[config.mk]
export PLATFORM = sky130hd
export DESIGN_NAME = core_mbox_hub
export DESIGN_NICKNAME = d
export VERILOG_FILES = /design/src/rtl/mbox_pkg.sv /design/src/rtl/mbox_decode.sv /design/src/rtl/mbox_cell.sv /design/src/rtl/mbox_route.sv /design/src/rtl/core_mbox_hub.sv
export SDC_FILE = /design/constraint.sdc
export NUM_CORES = 1
export LEC_CHECK = 0
export ABC_CLOCK_PERIOD_IN_PS = 3500
export BUFFER_PORTS_ARGS = -buffer_cell sky130_fd_sc_hd__buf_2
export CAP_MARGIN = 15
export CORE_MARGIN = 2
export CORE_UTILIZATION = 35
export CTS_CLUSTER_DIAMETER = 80
export DETAILED_ROUTE_END_ITERATION = 12
export HOLD_SLACK_MARGIN = 0.06
export PLACE_DENSITY = 0.61
export SYNTH_ARGS = -nofsm -noshare
export SYNTH_HDL_FRONTEND = slang
export SYNTH_HIERARCHICAL = 1
export SYNTH_SLANG_ARGS = --single-unit
[constraint.sdc]
create_clock -name clk -period 3.5 [get_ports clk]
set_clock_uncertainty 0.05 [all_clocks]
set_input_delay 0.7 -clock clk [delete_from_list [all_inputs] [get_ports clk]]
set_output_delay 0.7 -clock clk [all_outputs]
set_load 0.005 [all_outputs]
[src/rtl/mbox_pkg.sv]
package mbox_pkg;

  // Register bases; the per-core and per-mailbox strides are part of the map
  localparam int unsigned SET_BASE   = 32'h80;
  localparam int unsigned CLR_BASE   = 32'hC0;
  localparam int unsigned CTL_BASE   = 32'h50;
  localparam int unsigned IRQP_BASE  = 32'h60;
  localparam int unsigned FIQP_BASE  = 32'h70;
  localparam int unsigned CORE_STEP  = 16;
  localparam int unsigned BOX_STEP   = 4;
  localparam int unsigned REG_STEP   = 4;
  localparam int unsigned PEND_LSB   = 4;

  function automatic int unsigned set_addr(int unsigned core, int unsigned box);
    return SET_BASE + CORE_STEP * core + BOX_STEP * box;
  endfunction

  function automatic int unsigned clr_addr(int unsigned core, int unsigned box);
    return CLR_BASE + CORE_STEP * core + BOX_STEP * box;
  endfunction

  function automatic int unsigned ctl_addr(int unsigned core);
    return CTL_BASE + REG_STEP * core;
  endfunction

  function automatic int unsigned irqp_addr(int unsigned core);
    return IRQP_BASE + REG_STEP * core;
  endfunction

  function automatic int unsigned fiqp_addr(int unsigned core);
    return FIQP_BASE + REG_STEP * core;
  endfunction

  // Routing of one request: bit 1 = FIQ, bit 0 = IRQ; FIQ enable overrides
  function automatic logic [1:0] route_one(logic req, logic irq_en, logic fiq_en);
    logic [1:0] r;
    r[1] = req & fiq_en;
    r[0] = req & irq_en & ~fiq_en;
    return r;
  endfunction

endpackage

[src/rtl/mbox_decode.sv]
module mbox_decode
  import mbox_pkg::*;
#(
  parameter int N_CORES = 4,
  parameter int N_BOX   = 4,
  parameter int ADDR_W  = 8,
  localparam int N_ALL  = N_CORES * N_BOX
) (
  input  logic              clk,
  input  logic              rst_n,
  input  logic              we_i,
  input  logic [ADDR_W-1:0] addr_i,
  output logic [N_ALL-1:0]  set_hit_o,
  output logic [N_ALL-1:0]  clr_hit_o,
  output logic [N_CORES-1:0] ctl_hit_o
);

  logic aligned;
  assign aligned = (addr_i[1:0] == 2'b00);

  for (genvar n = 0; n < N_CORES; n++) begin : g_core
    assign ctl_hit_o[n] = we_i && aligned &&
                          (int'(unsigned'(addr_i)) == ctl_addr(n));
    for (genvar m = 0; m < N_BOX; m++) begin : g_box
      assign set_hit_o[n*N_BOX+m] = we_i && aligned &&
                                    (int'(unsigned'(addr_i)) == set_addr(n, m));
      assign clr_hit_o[n*N_BOX+m] = we_i && aligned &&
                                    (int'(unsigned'(addr_i)) == clr_addr(n, m));
    end
  end

  AST_ONE_TARGET: assert property (@(posedge clk) disable iff (!rst_n)
    $onehot0({set_hit_o, clr_hit_o, ctl_hit_o}));

  AST_QUIET_NO_WE: assert property (@(posedge clk) disable iff (!rst_n)
    !we_i |-> (set_hit_o == '0 && clr_hit_o == '0 && ctl_hit_o == '0));

endmodule

[src/rtl/mbox_cell.sv]
module mbox_cell #(
  parameter int DW = 32
) (
  input  logic          clk,
  input  logic          rst_n,
  input  logic          set_i,
  input  logic          clr_i,
  input  logic [DW-1:0] data_i,
  output logic [DW-1:0] box_o,
  output logic          req_o
);

  logic [DW-1:0] box_q;

  always_ff @(posedge clk or negedge rst_n) begin
    if (!rst_n) begin
      box_q <= '0;
    end else if (set_i) begin
      box_q <= box_q | data_i;
    end else if (clr_i) begin
      box_q <= box_q & ~data_i;
    end
  end

  assign box_o = box_q;
  assign req_o = |box_q;

  AST_SET_ORS: assert property (@(posedge clk) disable iff (!rst_n)
    set_i |=> ((box_q & $past(data_i)) == $past(data_i)) &&
              ((box_q & ~$past(data_i)) == ($past(box_q) & ~$past(data_i))));

  AST_CLR_REMOVES: assert property (@(posedge clk) disable iff (!rst_n)
    (clr_i && !set_i) |=> (box_q == ($past(box_q) & ~$past(data_i))));

  AST_HOLD: assert property (@(posedge clk) disable iff (!rst_n)
    (!set_i && !clr_i) |=> $stable(box_q));

  AST_REQ_DROP: assert property (@(posedge clk) disable iff (!rst_n)
    $fell(req_o) |-> $past(clr_i));

endmodule

[src/rtl/mbox_route.sv]
module mbox_route
  import mbox_pkg::*;
#(
  parameter int N_BOX = 4,
  parameter int DW    = 32,
  localparam int CW   = 2 * N_BOX
) (
  input  logic             clk,
  input  logic             rst_n,
  input  logic             ctl_we_i,
  input  logic [DW-1:0]    data_i,
  input  logic [N_BOX-1:0] req_i,
  output logic [CW-1:0]    ctl_o,
  output logic [N_BOX-1:0] irq_vec_o,
  output logic [N_BOX-1:0] fiq_vec_o,
  output logic             irq_o,
  output logic             fiq_o
);

  logic [CW-1:0] ctl_q;
  logic          unused_hi;

  assign unused_hi = ^data_i[DW-1:CW];

  always_ff @(posedge clk or negedge rst_n) begin
    if (!rst_n) begin
      ctl_q <= '0;
    end else if (ctl_we_i) begin
      ctl_q <= data_i[CW-1:0];
    end
  end

  for (genvar m = 0; m < N_BOX; m++) begin : g_box
    logic [1:0] r;
    assign r            = route_one(req_i[m], ctl_q[m], ctl_q[N_BOX+m]);
    assign irq_vec_o[m] = r[0];
    assign fiq_vec_o[m] = r[1];

    AST_FIQ_WINS: assert property (@(posedge clk) disable iff (!rst_n)
      (req_i[m] && ctl_q[N_BOX+m]) |-> (fiq_o && !irq_vec_o[m]));

    AST_IRQ_PATH: assert property (@(posedge clk) disable iff (!rst_n)
      (req_i[m] && ctl_q[m] && !ctl_q[N_BOX+m]) |-> irq_o);
  end

  assign ctl_o = ctl_q;
  assign irq_o = |irq_vec_o;
  assign fiq_o = |fiq_vec_o;

  AST_IDLE_QUIET: assert property (@(posedge clk) disable iff (!rst_n)
    (req_i == '0) |-> (!irq_o && !fiq_o));

  AST_CTL_LOAD: assert property (@(posedge clk) disable iff (!rst_n)
    ctl_we_i |=> (ctl_q == $past(data_i[CW-1:0])));

endmodule

[src/rtl/core_mbox_hub.sv]
module core_mbox_hub
  import mbox_pkg::*;
#(
  parameter int N_CORES = 4,
  parameter int N_BOX   = 4,
  parameter int DW      = 32,
  parameter int ADDR_W  = 8,
  localparam int N_ALL  = N_CORES * N_BOX,
  localparam int CW     = 2 * N_BOX
) (
  input  logic               clk,
  input  logic               rst_n,
  input  logic               bus_we,
  input  logic [ADDR_W-1:0]  bus_addr,
  input  logic [DW-1:0]      bus_wdata,
  output logic [DW-1:0]      bus_rdata,
  output logic [N_CORES-1:0] irq_o,
  output logic [N_CORES-1:0] fiq_o
);

  logic [N_ALL-1:0]   set_hit;
  logic [N_ALL-1:0]   clr_hit;
  logic [N_CORES-1:0] ctl_hit;
  logic [DW-1:0]      box    [N_ALL];
  logic [N_ALL-1:0]   req;
  logic [CW-1:0]      ctl    [N_CORES];
  logic [N_BOX-1:0]   irq_vec[N_CORES];
  logic [N_BOX-1:0]   fiq_vec[N_CORES];

  mbox_decode #(
    .N_CORES(N_CORES), .N_BOX(N_BOX), .ADDR_W(ADDR_W)
  ) u_dec (
    .clk(clk), .rst_n(rst_n), .we_i(bus_we), .addr_i(bus_addr),
    .set_hit_o(set_hit), .clr_hit_o(clr_hit), .ctl_hit_o(ctl_hit)
  );

  for (genvar i = 0; i < N_ALL; i++) begin : g_cell
    mbox_cell #(.DW(DW)) u_cell (
      .clk(clk), .rst_n(rst_n),
      .set_i(set_hit[i]), .clr_i(clr_hit[i]), .data_i(bus_wdata),
      .box_o(box[i]), .req_o(req[i])
    );
  end

  for (genvar n = 0; n < N_CORES; n++) begin : g_core
    mbox_route #(.N_BOX(N_BOX), .DW(DW)) u_route (
      .clk(clk), .rst_n(rst_n),
      .ctl_we_i(ctl_hit[n]), .data_i(bus_wdata),
      .req_i(req[n*N_BOX +: N_BOX]),
      .ctl_o(ctl[n]), .irq_vec_o(irq_vec[n]), .fiq_vec_o(fiq_vec[n]),
      .irq_o(irq_o[n]), .fiq_o(fiq_o[n])
    );
  end

  // Read side: clear addresses show contents, set addresses read as zero
  always_comb begin
    bus_rdata = '0;
    for (int n = 0; n < N_CORES; n++) begin
      if (int'(unsigned'(bus_addr)) == ctl_addr(n))
        bus_rdata[CW-1:0] = ctl[n];
      if (int'(unsigned'(bus_addr)) == irqp_addr(n))
        bus_rdata[PEND_LSB +: N_BOX] = irq_vec[n];
      if (int'(unsigned'(bus_addr)) == fiqp_addr(n))
        bus_rdata[PEND_LSB +: N_BOX] = fiq_vec[n];
      for (int m = 0; m < N_BOX; m++) begin
        if (int'(unsigned'(bus_addr)) == clr_addr(n, m))
          bus_rdata = box[n*N_BOX+m];
      end
    end
  end

  AST_RESET_QUIET: assert property (@(posedge clk) disable iff (!rst_n)
    $rose(rst_n) |-> (irq_o == '0 && fiq_o == '0));

  AST_LINES_NEED_REQ: assert property (@(posedge clk) disable iff (!rst_n)
    (req == '0) |-> (irq_o == '0 && fiq_o == '0));

endmodule

# ---- Word level (Yosys, flattened, before mapping)
# Index checks and enable logic that the tools add are counted.
dict set report classes {
  eq_ne 44
  n_mux 60
  bitwise 97
  reduce_logical 78
}
# operator n
set op_table {}
lappend op_table {{two-way mux 32 bit} 48}
lappend op_table {{bitwise AND 32 bit} 16}
lappend op_table {{OR 32 bit} 16}
lappend op_table {{OR reduction 32 bit} 16}
lappend op_table {{== test 8 bit, second input constant} 32}
lappend op_table {{== test 8 x 7 -> 1 bit, second input constant} 12}
lappend op_table {{bitwise AND 1 bit} 48}
lappend op_table {{logical AND 1 bit} 37}
lappend op_table {{two-way mux 4 bit} 8}
lappend op_table {{two-way mux 8 bit} 4}
lappend op_table {{inverter 32 bit} 1}
lappend op_table {{nonzero test 2 bit} 16}
lappend op_table {{OR reduction 4 bit} 8}
lappend op_table {{inverter 1 bit} 16}
lappend op_table {{zero test 2 bit} 1}
dict set report totals {
  reg_bits 544
  input_bits 43
  out_inout_bits 40
  wordCells 299
}

# ---- Logic depth before layout (Yosys ltp)
dict set report logic_depth {
  depth_word 30
  depth_mapped 12
  depth_no_buf 11
}

# ---- Hierarchy
# Netlist, hierarchy kept.
# module n_inst cells_per_inst area_per_inst_um2 seq_area_each_um2
set modules_own_cells {}
lappend modules_own_cells {mbox_cell 16 113 1307.5 800.8}
lappend modules_own_cells {core_mbox_hub 1 867 5696.7 0.0}
lappend modules_own_cells {mbox_route 4 31 385.4 200.2}
lappend modules_own_cells {mbox_decode 1 55 384.1 0.0}

# ---- Worst setup path before layout
# OpenSTA, ideal clock, no wires.
dict set report synth_timing {
  path_kind {in2out}
  startpoint {in bus_addr[1]}
  endpoint {out bus_rdata[13]}
  t_arrival_ns 2.254
  required_time_ns 2.750
  slack_ns 0.496
  stages 8
  path_buffers 3
  path_cell_list {or4_1 -> clkbuf_2 -> or3_1 -> buf_2 -> buf_6 -> o22ai_1 -> a211oi_1 -> a21oi_1}
}
dict set report synth_via {
  elab_chain_len 17
  elab_cells_between_ends 32
  classes_between {16 x eq/ne; 16 x mux}
}
# element line
set synth_rtl {}
lappend synth_rtl {{start, declared} core_mbox_hub.sv:14} ;# input logic [ADDR_W-1:0] bus_addr,
lappend synth_rtl {{== test 8 bit} core_mbox_hub.sv:66} ;# if (int'(unsigned'(bus_addr)) == clr_addr(n, m))
lappend synth_rtl {{two-way mux 32 bit (15 in series)} core_mbox_hub.sv:66}
lappend synth_rtl {{two-way mux 32 bit *} core_mbox_hub.sv:66}
lappend synth_rtl {{end, declared} core_mbox_hub.sv:16} ;# output logic [DW-1:0] bus_rdata,
# Every way passes the cells marked *; elsewhere a longest branch is shown, timed or not.

==> out/metrics.yaml <==
effective_utilization_at_floorplan_pct: 35.4
grtUsageMet3_pct: 4.68
ys_async_sr_fraction_pct: 100
fmaxAchievable_ghz: 0.225
grt_overflow_total: 0
cp_cell_sequence: "nor4_2 > buf_4 > nand4_1 > or2_1 > and2_4 > mux2_4 > a22oi_2 > o32ai_2 > o311a_1 > o221ai_2 > o211ai_1 > buf_2"
synth_enable_flop_cells: 0
clock_tree.htree_level_count: 2
root_buffer: "clkbuf_16"
instances_no_fill: 4476
place.gp.congestion: 1.02
grt-busiest-layer: "met2"
drt.antenna.violating_nets: 0
top_family_by_delay_on_critical_path: "simple AND/OR/NAND/NOR gates"
areaGrowthSynthToFinish_pct: 31.0
leakagePower_nw: 16.5
crit_type: "reg2out"
synthesis.nets: 2897
synth_seq_cells: 544
number_of_top_level_pins: 83
all_layer_gr_usage_pct: 27.7
timing.critical_path.buf_inv: 2
max-cap-violations: 0
layout_worst_path_cycle_share_pct: 127
cts_buffer_depth: 3
die_w_um: 290
drv_slew: 0
max-vdd-ir-drop_v: 0.000385
cellPowerDensity_mw_per_mm2: 432
fin_total_pwr_w: 0.0161
avgSynthCellArea_um2: 10.0
clock_sink_count: 544
grtUsageMet1_pct: 40.0
port_buffers: 82
timing_worst_slew_pin_value_ns: 0.941
timing.final.hold_violations: 0
crit_required_ns: 2.75
antenna_violations_before_repair: 2
floorplan.die.height_um: 290
timing.final.setup_violations: 12
netlist_area_mm2: 0.0285
dr.pass1.iters: 6
via_count_of_the_first_global_routing_pass: 25600
ys_dominant_reg_cell: "dfrtp_1"
post_drt_wl_per_cell_um: 26.4
number_of_vias_in_the_routed_layout: 27200
hold_path_class: "reg2reg"
max_fanout_on_critical_path: 2
synth_cells: 2854
critical_path_arrival_ns: 3.69
standard_cell_rows: 104
worst_setup_path_start_kind: "flip-flop"
clk_latency_ns: 0.64
post_route_cells_drive_above_1_share_pct: 30.7
max_incr_delay_on_cp_ns: 0.39
drcViolationCount: 0
finalWirelength_mm: 118
finalWorstPathRequiredPeriod_ns: 4.44
place_inst: 4310
detail_route.vias_per_cell: 6.08
synth_cell_types: 83
finalSetupTns_ns: -3.96
grt_max_degree: 99
dp_hpwl_mm: 83.2
timing.max_slew.rel_slack_pct: 37.3
synth_seq_area_share_pct: 47.7
cts-buffers-inserted: 60
finalWorstSetupSlack_ns: -0.938
grt_setup_unrepaired: "yes"
die_area_mm2: 0.0839
antennaDiodeCount: 0
cts.clk_slew.worst_paths_ns: 0.06
layout.nets: 3408
endpoint_kind: "output port"
global_route_wire_length_before_repair_mm: 173
violations_in_the_final_reports: "negative setup slack"
floorplan.core_area_mm2: 0.0807
groute.layer.met2.usage_pct: 42.1
first_iter_violations: 3287
status: "finished with violations"
cts_tree: "done"
timing.critical_path.slowest_stage_cell: "dfrtp_1"
synth_warnings: 6
==> through the flow <==
stage                     area [um2]  setup WS (ns)  utilization [%]  hold WS, ns
after global routing           37400          -1.02             46.3        0.490
after CTS                      36600         -0.879             45.4        0.474
after detailed placement       33600         -0.426             41.7        0.457
final                          37400         -0.938             46.3        0.471
after floorplan                28500          0.496                -        0.354
after global placement         33600         -0.416             41.7        0.450
==> cells by family (layout without fill, tap and decap cells) <==
group / Yosys count / in the layout / synth area share [%]
and+or+nand+nor: 1010 / 1010 / 17.7
AOI/OAI and AO/OA: 936 / 936 / 25.4
DFF: 544 / 544 / 47.7
buffers and inverters: 227 / 789 / 3.96
muxes: 137 / 137 / 5.24
==> layout make-up <==
| cell class | count | area, um2 |
|---|---|---|
| tap | 1060 | 1330 |
| inverter | 25 | 97.6 |
| multi-input combinational | 2083 | 14900 |
| fill | 7495 | 43300 |
| clock inverter | 27 | 339 |
| clock buffer | 86 | 1760 |
| sequential | 544 | 13600 |
| timing repair buffer | 651 | 5370 |
==> Yosys cell counts, types with 13 or more instances <==
cell / n / area, um2
a211oi_1: 26 / 195
a21oi_1: 79 / 395
a22o_1: 501 / 4390
a22o_2: 16 / 160
a22oi_1: 46 / 345
and2_1: 13 / 81.3
buf_2: 147 / 736
buf_4: 16 / 120
clkbuf_1: 28 / 105
dfrtp_1: 544 / 13600
inv_1: 24 / 90.1
mux2_2: 70 / 788
mux2i_1: 64 / 641
nand2_1: 588 / 2210
nand3b_1: 18 / 135
nand4_1: 40 / 250
nor2_1: 48 / 180
nor2b_1: 18 / 113
nor3_1: 42 / 210
nor4_1: 117 / 732
nor4_2: 16 / 200
o21ai_0: 99 / 495
o22ai_1: 79 / 494
or2_1: 16 / 100
or3_1: 13 / 81.3
==> timing repair <==
item	in CTS	in global routing
resized for setup	162	92
gates cloned	0	3
buffers inserted	16	40
hold endpoints to repair	59	0
hold buffers	1	0
setup endpoints to repair	36	36
pin swaps	69	57
==> path summary, 6_finish.rpt <==
check                      startpoint                          to  slack [ns]  depth (start not counted)
min                         flip-flop                   flip-flop        0.47                          1
min reg2reg                 flip-flop                   flip-flop        0.47                          1
min in group asynchronous       rst_n  asynchronous set/reset pin        0.59                          2
max in group asynchronous       rst_n  asynchronous set/reset pin        1.77                          3
max                         flip-flop                bus_rdata[6]       -0.94                         12
max reg2reg                 flip-flop                   flip-flop        2.48                          3
==> power by group <==
| group | internal [W] | switching, W | total (W) |
|---|---|---|---|
| logic | 0.00112 | 0.00137 | 0.00249 |
| registers | 0.00659 | 0.000291 | 0.00688 |
| clock network | 0.00394 | 0.00282 | 0.00676 |
==> cell usage in the layout (no fill, tap or decap), types with 60 or more instances in the layout <==
cell	Yosys	layout
mux2_2	70	68
mux2i_1	64	60
dfrtp_1	544	544
nor4_1	117	92
a21oi_1	79	62
nand2_1	588	586
o22ai_1	79	63
clkbuf_16	0	63
buf_4	16	500
buf_2	147	67
o21ai_0	99	83
a22o_1	501	501
==> metal layers <==
metal	share of wire, %	vias to the layer above
li1	-	11900
met1	44	13700
met2	44	1353
met3	8.6	232
met4	3.7	2
met5	0.0076	-
(Power assumes the default switching activity.)
